<file path="src/rtl/dbell_pkg.sv">
package dbell_pkg;
  localparam int unsigned DB_BASE = 32'h1000;
  localparam int unsigned PTR_W   = 16;

  typedef enum logic [1:0] {
    EVT_NONE   = 2'd0,
    EVT_SQ_OK  = 2'd1,
    EVT_CQ_OK  = 2'd2,
    EVT_REJECT = 2'd3
  } evt_kind_t;
endpackage

</file>
<file path="src/rtl/dbell_addr_dec.sv">
module dbell_addr_dec #(
  parameter int ADDR_W = 14,
  parameter int NUM_Q  = 16,
  localparam int QID_W = ADDR_W - 3
) (
  input  logic [ADDR_W-1:0] addr,
  output logic              in_window,
  output logic              is_head,
  output logic [QID_W-1:0]  qid,
  output logic              qid_in_range
);
  logic [ADDR_W-1:0] rel;
  logic [1:0]        unused_lsb;

  always_comb begin
    in_window    = (addr >= ADDR_W'(dbell_pkg::DB_BASE));
    rel          = addr - ADDR_W'(dbell_pkg::DB_BASE);
    // bit 2 picks head vs tail; subtracting 4 for head only clears bit 2
    is_head      = rel[2];
    qid          = rel[ADDR_W-1:3];
    qid_in_range = ({1'b0, qid} < (QID_W+1)'(NUM_Q));
    unused_lsb   = rel[1:0];
  end
endmodule

</file>
<file path="src/rtl/dbell_ptr_bank.sv">
module dbell_ptr_bank #(
  parameter int NUM_Q = 16,
  parameter int PTR_W = 16,
  localparam int IDX_W = (NUM_Q > 1) ? $clog2(NUM_Q) : 1
) (
  input  logic                   clk,
  input  logic                   rst_n,
  input  logic                   clr,
  input  logic                   wr_en,
  input  logic [IDX_W-1:0]       wr_idx,
  input  logic [PTR_W-1:0]       wr_val,
  output logic [NUM_Q*PTR_W-1:0] ptr_flat
);
  for (genvar i = 0; i < NUM_Q; i++) begin : g_ent
    logic [PTR_W-1:0] ptr_q, ptr_d;
    logic             sel, ld;

    always_comb begin
      sel   = wr_en && (wr_idx == IDX_W'(i));
      ld    = clr || sel;
      ptr_d = clr ? '0 : wr_val;
    end

    always_ff @(posedge clk or negedge rst_n) begin
      if (!rst_n)  ptr_q <= '0;
      else if (ld) ptr_q <= ptr_d;
    end

    assign ptr_flat[i*PTR_W +: PTR_W] = ptr_q;

    assert_ptr_cleared_R9: assert property (@(posedge clk) disable iff (!rst_n)
      $past(clr) |-> (ptr_flat[i*PTR_W +: PTR_W] == '0));
    assert_ptr_hold_R7: assert property (@(posedge clk) disable iff (!rst_n)
      $past(!clr && !(wr_en && wr_idx == IDX_W'(i))) |->
        $stable(ptr_flat[i*PTR_W +: PTR_W]));
  end
endmodule

</file>
<file path="src/rtl/dbell_decoder.sv">
module dbell_decoder #(
  parameter int ADDR_W = 14,
  parameter int DATA_W = 32,
  parameter int NUM_Q  = 16,
  localparam int PTR_W = dbell_pkg::PTR_W,
  localparam int QID_W = ADDR_W - 3,
  localparam int IDX_W = (NUM_Q > 1) ? $clog2(NUM_Q) : 1
) (
  input  logic                   clk,
  input  logic                   rst_n,
  input  logic                   wr_en,
  input  logic [ADDR_W-1:0]      wr_addr,
  input  logic [DATA_W-1:0]      wr_data,
  input  logic                   ctrl_enable,
  input  logic [NUM_Q-1:0]       sq_created,
  input  logic [NUM_Q-1:0]       cq_created,
  output logic [NUM_Q*PTR_W-1:0] sq_tail_flat,
  output logic [NUM_Q*PTR_W-1:0] cq_head_flat,
  output logic                   sq_kick,
  output logic                   cq_kick,
  output logic                   err_sq,
  output logic                   err_cq,
  output logic [15:0]            evt_qid
);
  import dbell_pkg::*;

  logic             in_window, is_head, qid_in_range;
  logic [QID_W-1:0] qid;
  logic [IDX_W-1:0] idx;
  logic             exists, hit, accept;
  logic             sq_wr, cq_wr;
  evt_kind_t        kind_d;
  logic             sq_kick_d, cq_kick_d, err_sq_d, err_cq_d;
  logic             sq_kick_q, cq_kick_q, err_sq_q, err_cq_q;
  logic [15:0]      qid_q;
  logic [PTR_W-1:0] ptr_val;
  logic             unused_hi;

  dbell_addr_dec #(.ADDR_W(ADDR_W), .NUM_Q(NUM_Q)) u_dec (
    .addr(wr_addr), .in_window(in_window), .is_head(is_head),
    .qid(qid), .qid_in_range(qid_in_range)
  );

  always_comb begin
    idx       = qid[IDX_W-1:0];
    hit       = wr_en && in_window;
    exists    = qid_in_range && (is_head ? cq_created[idx] : sq_created[idx]);
    accept    = hit && ctrl_enable && exists;
    sq_wr     = accept && !is_head;
    cq_wr     = accept && is_head;
    ptr_val   = wr_data[PTR_W-1:0];
    unused_hi = ^wr_data[DATA_W-1:PTR_W];
    if (!hit)        kind_d = EVT_NONE;
    else if (!accept) kind_d = EVT_REJECT;
    else if (is_head) kind_d = EVT_CQ_OK;
    else              kind_d = EVT_SQ_OK;
    sq_kick_d = (kind_d == EVT_SQ_OK);
    cq_kick_d = (kind_d == EVT_CQ_OK);
    err_sq_d  = (kind_d == EVT_REJECT) && !is_head;
    err_cq_d  = (kind_d == EVT_REJECT) && is_head;
  end

  always_ff @(posedge clk or negedge rst_n) begin
    if (!rst_n) begin
      sq_kick_q <= 1'b0;
      cq_kick_q <= 1'b0;
      err_sq_q  <= 1'b0;
      err_cq_q  <= 1'b0;
    end else begin
      sq_kick_q <= sq_kick_d;
      cq_kick_q <= cq_kick_d;
      err_sq_q  <= err_sq_d;
      err_cq_q  <= err_cq_d;
    end
  end

  always_ff @(posedge clk or negedge rst_n) begin
    if (!rst_n)   qid_q <= '0;
    else if (hit) qid_q <= 16'(qid);
  end

  dbell_ptr_bank #(.NUM_Q(NUM_Q), .PTR_W(PTR_W)) u_sq_bank (
    .clk(clk), .rst_n(rst_n), .clr(!ctrl_enable), .wr_en(sq_wr),
    .wr_idx(idx), .wr_val(ptr_val), .ptr_flat(sq_tail_flat)
  );

  dbell_ptr_bank #(.NUM_Q(NUM_Q), .PTR_W(PTR_W)) u_cq_bank (
    .clk(clk), .rst_n(rst_n), .clr(!ctrl_enable), .wr_en(cq_wr),
    .wr_idx(idx), .wr_val(ptr_val), .ptr_flat(cq_head_flat)
  );

  assign sq_kick = sq_kick_q;
  assign cq_kick = cq_kick_q;
  assign err_sq  = err_sq_q;
  assign err_cq  = err_cq_q;
  assign evt_qid = qid_q;

  assert_one_pulse_R8: assert property (@(posedge clk) disable iff (!rst_n)
    $onehot0({sq_kick, cq_kick, err_sq, err_cq}));
  assert_pulse_after_write_R8: assert property (@(posedge clk) disable iff (!rst_n)
    (sq_kick || cq_kick || err_sq || err_cq) |-> $past(wr_en));
  assert_reject_when_off_R6: assert property (@(posedge clk) disable iff (!rst_n)
    (wr_en && in_window && !ctrl_enable) |=> (err_sq || err_cq));
  assert_kick_needs_enable_R4: assert property (@(posedge clk) disable iff (!rst_n)
    (sq_kick || cq_kick) |-> $past(ctrl_enable));
  assert_outside_quiet_R1: assert property (@(posedge clk) disable iff (!rst_n)
    (wr_en && !in_window) |=> !(sq_kick || cq_kick || err_sq || err_cq));
endmodule

</file>
<file path="config.mk">
export PLATFORM = sky130hd
export DESIGN_NAME = dbell_decoder
export DESIGN_NICKNAME = d
export VERILOG_FILES = /design/src/rtl/dbell_pkg.sv /design/src/rtl/dbell_addr_dec.sv /design/src/rtl/dbell_ptr_bank.sv /design/src/rtl/dbell_decoder.sv
export SDC_FILE = /design/constraint.sdc
export NUM_CORES = 1
export LEC_CHECK = 0
export ABC_CLOCK_PERIOD_IN_PS = 950
export BUFFER_PORTS_ARGS = -buffer_cell sky130_fd_sc_hd__buf_2
export CAP_MARGIN = 20
export CORE_MARGIN = 1
export CORE_UTILIZATION = 40
export CTS_BUF_LIST = sky130_fd_sc_hd__clkbuf_8
export CTS_CLUSTER_DIAMETER = 120
export DETAILED_ROUTE_END_ITERATION = 6
export GPL_TIMING_DRIVEN = 0
export PLACE_DENSITY_LB_ADDON = 0.15
export SYNTH_ARGS = -nofsm -noshare
export SYNTH_HDL_FRONTEND = slang
export SYNTH_SLANG_ARGS = --single-unit
</file>
<file path="constraint.sdc">
create_clock -name clk -period 0.95 [get_ports clk]
set_input_delay 0.19 -clock clk [delete_from_list [all_inputs] [get_ports clk]]
set_output_delay 0.19 -clock clk [all_outputs]
set_load 0.005 [all_outputs]
</file>
# --- Word-level counts from Yosys, hierarchy flattened ---
# Index checks and enable logic that the tools add are counted.
totals:
  ff_bits: 527
  memories: 0
  ramBits: 0
  latch_bits: 0
  word_cells: 143
  mem_bits_ro: 0
op_classes:
  addsub: 1
  n_bitwise: 0
  n_div: 0
  order_cmp: 3
  shifts: 0
  n_eq_ne: 18
  mux: 9
  n_reduce_logical: 75
  n_mul: 0
ops:
  columns: ["op", "count"]
  rows:
  - ["1-bit logical AND", 40]
  - ["4-bit == test, second input constant", 8]
  - ["1-bit logical OR", 32]
  - ["4-bit by 3-bit == test with 1-bit output, second input constant", 4]
  - ["16-bit two-way mux", 1]
  - ["14-bit by 13-bit >= comparator with 1-bit output, second input constant", 1]
  - ["14-bit by 13-bit subtractor with 14-bit output, second input constant", 1]
  - ["11-bit by 5-bit < comparator with 1-bit output, second input constant", 1]
  - ["1-bit binary-select mux with 4-bit select", 2]
  - ["4-bit by 2-bit == test with 1-bit output, second input constant", 2]
  - ["2-bit two-way mux", 3]
  - ["4-bit by 5-bit < comparator with 1-bit output, second input constant", 1]
  - ["2-bit == test, second input constant", 2]
  - ["4-bit by 1-bit == test with 1-bit output, second input constant", 1]
  - ["4-bit logical NOT", 1]
  - ["1-bit two-way mux", 3]
  - ["2-bit by 1-bit == test with 1-bit output, second input constant", 1]
  - ["1-bit logical NOT", 2]

# --- Longest topological paths before layout ---
# Gate-level depths: netlist of run 1.
logic_depth:
  word_depth: 10
  depth_mapped: 9

# --- Hierarchy ---
# From an unflattened synthesis of run 1, not the netlist that was laid out.
unflattened:
  hier_cells: 1883
  hier_area_um2: 23618.9
by_module_without_submodules:
  columns: ["mod", "cells_each", "instances", "area_per_inst_um2"]
  rows:
  - ["dbell_ptr_bank", 895, 2, 11277.1]
  - ["dbell_decoder", 75, 1, 929.6]
  - ["dbell_addr_dec", 18, 1, 135.1]

# --- Worst setup path after synthesis of run 1 ---
# Ideal clock, no wire load.
synth_timing:
  path_kind: "in2reg"
  start: "input port wr_addr[13]"
  end: "register u_sq_bank.g_ent[13].ptr_q[12]"
  t_arrival_ps: 2276
  path_buffers: 3
  setup_time_ps: 137
  cell_stages: 9
  slack_ps: -1463
  path_cell_list: "inv_1 ha_1 nand4b_1 or3b_2 clkbuf_1 or4_4 buf_6 buf_8 mux2i_1"
synth_between:
  elab_chain_len: 7
  word_cells_on_any_way: 10
  classes_between: "add/sub: 1; order compare: 2; reduce/logical: 7"
synth_rtl:
  columns: ["item", "line", "source"]
  rows:
  - ["from (decl)", "dbell_decoder.sv:12", "input logic [ADDR_W-1:0] wr_addr,"]
  - ["14-bit by 13-bit subtractor with 14-bit output / 14-bit by 13-bit >= comparator with 1-bit output (equally long branches)", "dbell_addr_dec.sv:17, dbell_addr_dec.sv:16", null]
  - ["11-bit by 5-bit < comparator with 1-bit output / 1-bit logical AND (equally long branches)", "dbell_addr_dec.sv:21, dbell_decoder.sv:46", null]
  - ["1-bit logical AND, on equally long branches", "dbell_decoder.sv:47, dbell_decoder.sv:48", null]
  - ["1-bit logical AND (*)", "dbell_decoder.sv:48", "accept = hit && ctrl_enable && exists;"]
  - ["1-bit logical AND (*)", "dbell_decoder.sv:49", "sq_wr = accept && !is_head;"]
  - ["1-bit logical AND (*)", "dbell_ptr_bank.sv:19", "sel = wr_en && (wr_idx == IDX_W'(i));"]
  - ["1-bit logical OR (*)", "dbell_ptr_bank.sv:20", "ld = clr || sel;"]
  - ["to (signal assigned)", "dbell_ptr_bank.sv:26", "else if (ld) ptr_q <= ptr_d;"]
  - ["to (decl)", "dbell_ptr_bank.sv:15", "logic [PTR_W-1:0] ptr_q, ptr_d;"]
# Mark *: on every way between the ends. The rest lies on a longest branch, timed or not.
# A chain may end at the register's enable or synchronous reset.

# --- Worst setup path after layout of run 1 ---
layout_timing:
  start: "input port wr_addr[13]"
  end: "register u_sq_bank.g_ent[12].ptr_q[8]"
layout_between:
  elab_chain_len: 7
  word_cells_on_any_way: 10
  classes_between: "add/sub: 1; order compare: 2; reduce/logical: 7"
layout_rtl:
  columns: ["item", "line"]
  rows:
  - ["14-bit by 13-bit subtractor with 14-bit output / 14-bit by 13-bit >= comparator with 1-bit output (equally long branches)", "dbell_addr_dec.sv:17, dbell_addr_dec.sv:16"]
  - ["11-bit by 5-bit < comparator with 1-bit output / 1-bit logical AND (equally long branches)", "dbell_addr_dec.sv:21, dbell_decoder.sv:46"]
  - ["1-bit logical AND, on equally long branches", "dbell_decoder.sv:47, dbell_decoder.sv:48"]
  - ["1-bit logical AND (*)", "dbell_decoder.sv:48"]
  - ["1-bit logical AND (*)", "dbell_decoder.sv:49"]
  - ["1-bit logical AND (*)", "dbell_ptr_bank.sv:19"]
  - ["1-bit logical OR (*)", "dbell_ptr_bank.sv:20"]
  - ["to (signal assigned)", "dbell_ptr_bank.sv:26"]
  - ["to (decl)", "dbell_ptr_bank.sv:15"]
# Marks and branches as above.

==> results.tsv, run 1 <==
metric	value	unit
RSZ-0062 raised after global routing	true	
final hold slack	-0.589	ns
final core utilization	62.0	%
Clock Sinks	527	
setup ws final	-0.762	ns
mapped cell area	22200	sq um
Pwr Density	1380	nW/um^2
Non-Filler Cell Area, Final	33600	sq um
vias per cell	5.14	
Setup Skew	0	ns
max frequency	584	MHz
clock slew at the register clock pins of the worst setup and hold paths	0.06	ns
Peak VDD IR	0.00103	V
max_slew headroom	29.2	%
fraction of layout instances using a drive strength above 1	41.2	%
die area	56400	sq um
initial antenna violation count	2	
WP data arrival	2.29	ns
WL per Instance	24.6	um
Post-Route Setup TNS	-526.16	ns
latest clock arrival within the worst-skew pair	0.67	ns
TritonCTS Buffers	91	
worst min path class	input port to async pin	
drt pass-1 iters	5	
failing checks	negative hold slack, negative setup slack	
DP Wirelength	58300	um
CP max FO	8	
Horiz. Die Dim	237	um
startpoint class of the critical path	input port	
CP required	1.53	ns
CTS Hold Bufs	9	
fin crit share	180	%
post-synthesis average cell area	11.8	sq um
Ports	614	
CP Class	input port to flip-flop	
site row count	85	
final wirelength	91700	um
Starting Density	40.9	%
Routability Congestion	0.883	
max-cap check violation count	0	
first-pass GRT wire length	129000	um
die extent in y	237	um
clock tree buffer depth	3	
post-synthesis cell type count	44	
H-tree depth	3	
flop2flop setup slack	-0.03	ns
area growth from synthesis to layout	51.6	%
fin nets	3049	
vias in the first global route	19312	
grt ovf	0	
r2r endpoint	u_sq_bank.g_ent[1].ptr_q[15]	
Post-route DRC	0	
via count	19194	
Placeable Area	54200	sq um
CTS root buffer	clkbuf_8	
Initial DRC Count	1276	
leakage	19.7	nW
CP endpoint kind	flip-flop	
Yosys Warn Count	0	
port bufs	588	
min Tclk post-route	1.71	ns
reg2reg start	u_sq_bank.g_ent[1].ptr_q[15]	
post-synthesis sequential area ratio	59.5	%
DP Area	26500	sq um
CTS tree	built	
Worst Tran Pin Value	1.06	ns
Worst R2R Path Depth	4	
final hold violation count	153	
Synth Instances	1871	
Slew Limit Fails	0	
#FFs+latches synth	527	
gr usage total	31.5	%
outcome	finished, violations left	
largest net degree at the start of global routing	96	
Antenna Nets Post-Route	0	
setup violators final	1043	
## layout make-up
cell class	count	area [sq um]
clock inverters	47	262
flip-flops and latches	527	13200
multi-input cells	1173	8370
diodes	4	10.0
fillers	4402	20600
well taps	696	871
repair buffers	1004	8060
clock buffers	113	1560
plain buffers	163	1280
inverters	4	30.0
## worst max path at each step
| stage | start | endpoint | slack, ns | cells after the start |
|---|---|---|---|---|
| after floorplan | wr_addr[13] | u_sq_bank.g_ent[11].ptr_q[10] | -1.21 | 9 |
| after global placement | rst_n | u_cq_bank.g_ent[0].ptr_q[11] | -11.12 | 1 |
| after detailed placement | wr_addr[3] | u_sq_bank.g_ent[3].ptr_q[10] | -2.15 | 7 |
| after CTS | wr_addr[4] | u_sq_bank.g_ent[14].ptr_q[7] | -0.70 | 9 |
| after global routing | wr_addr[13] | u_sq_bank.g_ent[12].ptr_q[13] | -0.78 | 11 |
| final | wr_addr[13] | u_sq_bank.g_ent[12].ptr_q[8] | -0.76 | 11 |
## cells by family after synthesis
| logic type | after synthesis | share of synthesized area [%] |
|---|---|---|
| adder cells (fa/ha/maj) | 3 | 0.169 |
| multiplexers | 538 | 24.5 |
| buffers and inverters | 175 | 3.76 |
| AND/OR/NAND/NOR | 616 | 11.7 |
| AO/OA/AOI/OAI | 11 | 0.339 |
| other | 1 | 0.0169 |
| flip-flops | 527 | 59.5 |
## stage by stage
step                setup slack (ns)  std cells  hold slack (ns)  power, mW
finish                        -0.762       3731           -0.589       46.5
global route                  -0.782       3729           -0.557       48.1
CTS                           -0.696       3537           -0.588       46.8
detailed placement             -2.15       3163            0.211       25.7
global placement              -11.12       3159            0.448       25.6
floorplan                      -1.21       1875           -0.106       24.1
## synth_stat cells
cell / n / share of area [%]
a21boi_0: 1 / 0.034
nor2b_1: 2 / 0.056
or4b_2: 1 / 0.045
or3b_2: 1 / 0.040
or3_1: 1 / 0.028
o21a_1: 1 / 0.034
mux2i_1: 524 / 24
buf_4: 10 / 0.34
clkbuf_1: 113 / 1.9
a22oi_2: 1 / 0.056
and2_1: 4 / 0.11
and4_1: 5 / 0.20
buf_8: 3 / 0.20
nor4_1: 12 / 0.34
clkbuf_2: 1 / 0.023
buf_2: 35 / 0.79
o21ai_0: 3 / 0.068
nand4b_1: 1 / 0.040
conb_1: 1 / 0.017
nand3_1: 1 / 0.023
or4b_4: 1 / 0.062
and3_1: 2 / 0.056
nand2b_1: 4 / 0.11
nand3b_1: 2 / 0.068
dfrtp_1: 527 / 59
buf_12: 1 / 0.090
mux4_2: 2 / 0.20
inv_1: 4 / 0.068
nand2_1: 536 / 9.1
ha_1: 3 / 0.17
buf_6: 6 / 0.30
or4_1: 1 / 0.034
nand4bb_1: 1 / 0.051
nand4_1: 22 / 0.62
nor3_1: 4 / 0.090
o21ai_1: 1 / 0.023
or4_4: 3 / 0.15
or2_2: 2 / 0.056
a21oi_1: 1 / 0.023
nor4_4: 4 / 0.38
nor2_1: 6 / 0.10
a22oi_1: 3 / 0.10
buf_1: 2 / 0.034
mux2_2: 12 / 0.61
## worst max-delay path, cell delays in order
cell and delay [ns]:
buf_8 0.09, inv_12 0.03, ha_4 0.14, nand4b_1 0.30, or3b_4 0.50, buf_8 0.16
buf_6 0.11, nor4_4 0.22, buf_12 0.20, clkbuf_16 0.16, mux2i_1 0.18
## where the power goes
group / leakage [nW] / switching [mW] / internal, mW
clock network: 1.06 / 9.58 / 11.2
logic: 11.3 / 2.21 / 0.925
registers: 7.34 / 0.0393 / 22.5
## registers in the layout, indices dropped and copies added, names as in the netlist
register and cells:
err_cq 1, sq_kick 1, evt_qid 11, err_sq 1
u_cq_bank.g_ent.ptr_q 256, cq_kick 1, u_sq_bank.g_ent.ptr_q 256
## cell usage in the layout (no fill, tap or decap), types with 4 or more instances in the layout
cell           Yosys  final
nor4_2             0      6
clkbuf_1         113     97
or4_4              3      4
mux2i_1          524    518
buf_8              3     25
nand2_1          536    536
buf_2             35    462
nand4_1           22     22
mux2_2            12      9
clkbuf_2           1     12
and2_1             4      4
inv_1              4     33
and4_1             5      4
buf_4             10    289
dfrtp_1          527    527
clkinv_2           0     11
conb_1             1      5
nor2_1             6      4
buf_16             0     27
clkbuf_8           0    115
nand2b_1           4      4
buf_12             1     38
nor4_4             4      7
clkbuf_16          0      5
mux2i_2            0      6
dlygate4sd3_1      0      9
buf_6              6    199
diode_2            0      4
## per-layer routing
metal | up-vias | track usage (%) | wire (um)
li1 | 8453 | - | -
met1 | 9793 | 39.9 | 37400
met2 | 757 | 51.4 | 43800
met3 | 191 | 7.72 | 6790
met4 | 0 | 13.1 | 3720
met5 | - | 0 | 0
## timing repair
item,CTS,global route
cloned,33,4
pin swaps,39,22
resized for setup,365,79
setup buffers,177,194
setup endpoints to repair,1370,1166
hold endpoints to repair,181,152
Power figures use the tool's default switching activity.
==> inputs of run 2 (changes only) <==
--- a/config.mk
+++ b/config.mk
@@ -5,13 +5,13 @@
 export SDC_FILE = /design/constraint.sdc
 export NUM_CORES = 1
 export LEC_CHECK = 0
-export ABC_CLOCK_PERIOD_IN_PS = 950
+export ABC_CLOCK_PERIOD_IN_PS = 2100
 export BUFFER_PORTS_ARGS = -buffer_cell sky130_fd_sc_hd__buf_2
 export CAP_MARGIN = 20
 export CORE_MARGIN = 1
 export CORE_UTILIZATION = 40
 export CTS_BUF_LIST = sky130_fd_sc_hd__clkbuf_8
-export CTS_CLUSTER_DIAMETER = 120
+export CTS_CLUSTER_DIAMETER = 40
 export DETAILED_ROUTE_END_ITERATION = 6
 export GPL_TIMING_DRIVEN = 0
 export PLACE_DENSITY_LB_ADDON = 0.15
==> constraint.sdc (replaced) <==
create_clock -name clk -period 2.1 [get_ports clk]
set_input_delay 0.42 -clock clk [delete_from_list [all_inputs] [get_ports clk]]
set_output_delay 0.42 -clock clk [all_outputs]
set_load 0.005 [all_outputs]
==> run 2 against run 1 <==
The run now ends clean. Clock-buffer cell count grew 16. Setup slack gained 0.79 ns. Cell area shrank 13%. Global-route usage shrank 1.9 points. Register-to-register slack gained 1.4 ns. First-iteration DRC count shrank 21%. Non-clock buffer count shrank 341. Combinational power shrank 61%. Sequential power shrank 55%. Critical endpoint is now u_cq_bank.g_ent[11].ptr_q[11]. Critical path depth shrank 4. Critical path type unchanged. Die area is the same. Sequential cell count is the same.
==> results.tsv, run 2 (synthesis results as in run 1) <==
metric	value	unit	change
outcome	finished clean		
max incr delay on CP	0.55	ns	+0.05 ns
Post-route DRC	0		unchanged
Int Pwr	17.5	mW	-50%
sequential share of power	44.6	%	-3.9 points
P_sw	5.46	mW	-54%
fin crit share	98.9	%	
Worst Tran Pin Value	1.14	ns	+0.0740 ns
final hold slack	0.0524	ns	+0.641 ns
Placeable Area	54200	sq um	unchanged
H-tree depth	3		unchanged
gr usage total	29.5	%	-1.9 points
WP data arrival	2.57	ns	+0.28 ns
max frequency	482	MHz	
CP required	2.60	ns	+1.07 ns
total power	22.9	mW	-51%
die extent in y	237	um	unchanged
Pwr Density	784	nW/um^2	-43%
setup ws final	0.0237	ns	+0.786 ns
worst min path class	input port to flip-flop		
latest clock arrival within the worst-skew pair	0.67	ns	about the same
DP Wirelength	58100	um	-0.28%
clock slew at the register clock pins of the worst setup and hold paths	0.06	ns	about the same
area growth from synthesis to layout	31.9	%	
Starting Density	40.9	%	unchanged
initial antenna violation count	6		+4
setup violators final	0		-100%
Antenna Nets Post-Route	0		unchanged
combinational fraction of design power	5.4	%	-1.3 points
via count	17409		-9.3%
grt ovf	0		unchanged
clock tree buffer depth	3		unchanged
Horiz. Die Dim	237	um	unchanged
max-cap check violation count	0		unchanged
Ports	614		unchanged
Clock Sinks	527		unchanged
fin nets	2717		-11%
Final Instance Count excl. Fillers	3413		-8.5%
Setup WS pre-CTS	-1.16	ns	+0.991 ns
CTS root buffer	clkbuf_8		
final hold violation count	0		-100%
port bufs	588		unchanged
startpoint class of the critical path	input port		
fraction of layout instances using a drive strength above 1	33.0	%	-8.2 points
leakage	17.4	nW	-12%
CP endpoint kind	flip-flop		
Slew Limit Fails	0		unchanged
Clock power frac	50.1	%	+5.4 points
Slowest-stage cell, CP	or4_4		
largest net degree at the start of global routing	124		+29%
vias in the first global route	18006		-6.8%
critical-path cell list	buf_2, or4_4, o21ai_4, buf_6, nand4_1, buf_6, mux2i_1		
first-pass GRT wire length	122000	um	-5.8%
final wirelength	83900	um	-8.5%
placed insts	3163		unchanged
WL per Instance	24.6	um	about the same
die area	56400	sq um	unchanged
commonest non-fill, non-tap cell in the layout	buf_2		
Non-Filler Cell Area, Final	29200	sq um	-13%
final core utilization	53.9	%	-8.1 points
max_slew headroom	24.2	%	-4.9 points
vias per cell	5.10		-0.85%
most frequent cells in the layout	buf_2 (591), nand2_1 (536), dfrtp_1 (527)		
TritonCTS Buffers	100		+9.9%
DP Area	26400	sq um	-0.19%
drt pass-1 iters	5		unchanged
CP max FO	10		+2
CP Class	input port to flip-flop		
Switching Fraction	23.8	%	-1.6 points
site row count	85		unchanged
flop2flop setup slack	1.33	ns	+1.36 ns
most used cell, CP	buf_6		
Routability Congestion	0.859		-2.7%
CTS tree	built		
Peak VDD IR	0.000416	V	-59%
Setup Skew	0	ns	unchanged
Post-Route Setup TNS	0	ns	+526.16 ns
Initial DRC Count	1004		-21%
min Tclk post-route	2.08	ns	
run 2: cell types whose count changed in the layout (fill, tap and decap cells not counted), sizes merged, moves of 2 or more:
cell	before	now
dlygate4sd3	9	6
clkbuf	229	246
buf	1040	703
bufinv	2	12
inv	37	33
bufbuf	2	0
run 2: final timing paths:
kind / startpoint / to / depth (start not counted)
setup / recovery: wr_addr[11] / u_cq_bank.g_ent[11].ptr_q[11] / 7
hold / removal: wr_addr[12] / evt_qid[9] / 2
setup reg to reg: evt_qid[6] / evt_qid[6] / 1
hold reg to reg: evt_qid[2] / evt_qid[2] / 2
max in group asynchronous: rst_n / u_cq_bank.g_ent[5].ptr_q[14] / 4
min in group asynchronous: rst_n / u_sq_bank.g_ent[4].ptr_q[1] / 2
run 2: power by group through the flow:
| stage | Clock, mW | Combinational, mW | Sequential (mW) |
|---|---|---|---|
| 2_1_floorplan | 0 | 0.494 | 10.4 |
| 3_3_place_gp | 0 | 1.17 | 10.4 |
| 3_5_place_dp | 0 | 1.22 | 10.4 |
| 4_1_cts | 11.7 | 1.23 | 10.2 |
| 5_1_grt | 12.2 | 1.32 | 10.2 |
| 6_report | 11.5 | 1.23 | 10.2 |
run 2: per-layer routing:
layer	up-vias	part of all wire [%]	global-route usage [%]	routed length [um]
met5	-	0.016	0	13
met4	2	3.3	11.3	2800
met1	8869	42	37.5	34900
met3	132	7.2	8.04	6010
met2	601	48	48.1	40100
li1	7805	-	-	-
run 2: final cells by class:
type                            count  area [sq um]
Fill cell                        4892         25000
Sequential cell                   527         13200
Multi-Input combinational cell   1173          8220
Timing Repair Buffer              657          3580
Clock buffer                      129          1780
Buffer                            169          1030
Tap cell                          696           871
Clock inverter                     53           538
Inverter                            4          30.0
Antenna cell                        5          12.5
run 2: timing repair:
action,in CTS,in global routing
resized for setup,1,8
endpoints found under the setup margin,236,241
buffers inserted,36,23
pin swaps,19,7
hold buffers,6,0
endpoints found under the hold margin,89,0
run 2: worst max-delay path: cells and delay by family:
family,cells,cell delay (ns)
simple gates,2,1.06
buf+inv,3,0.67
compound gates,1,0.28
mux,1,0.13
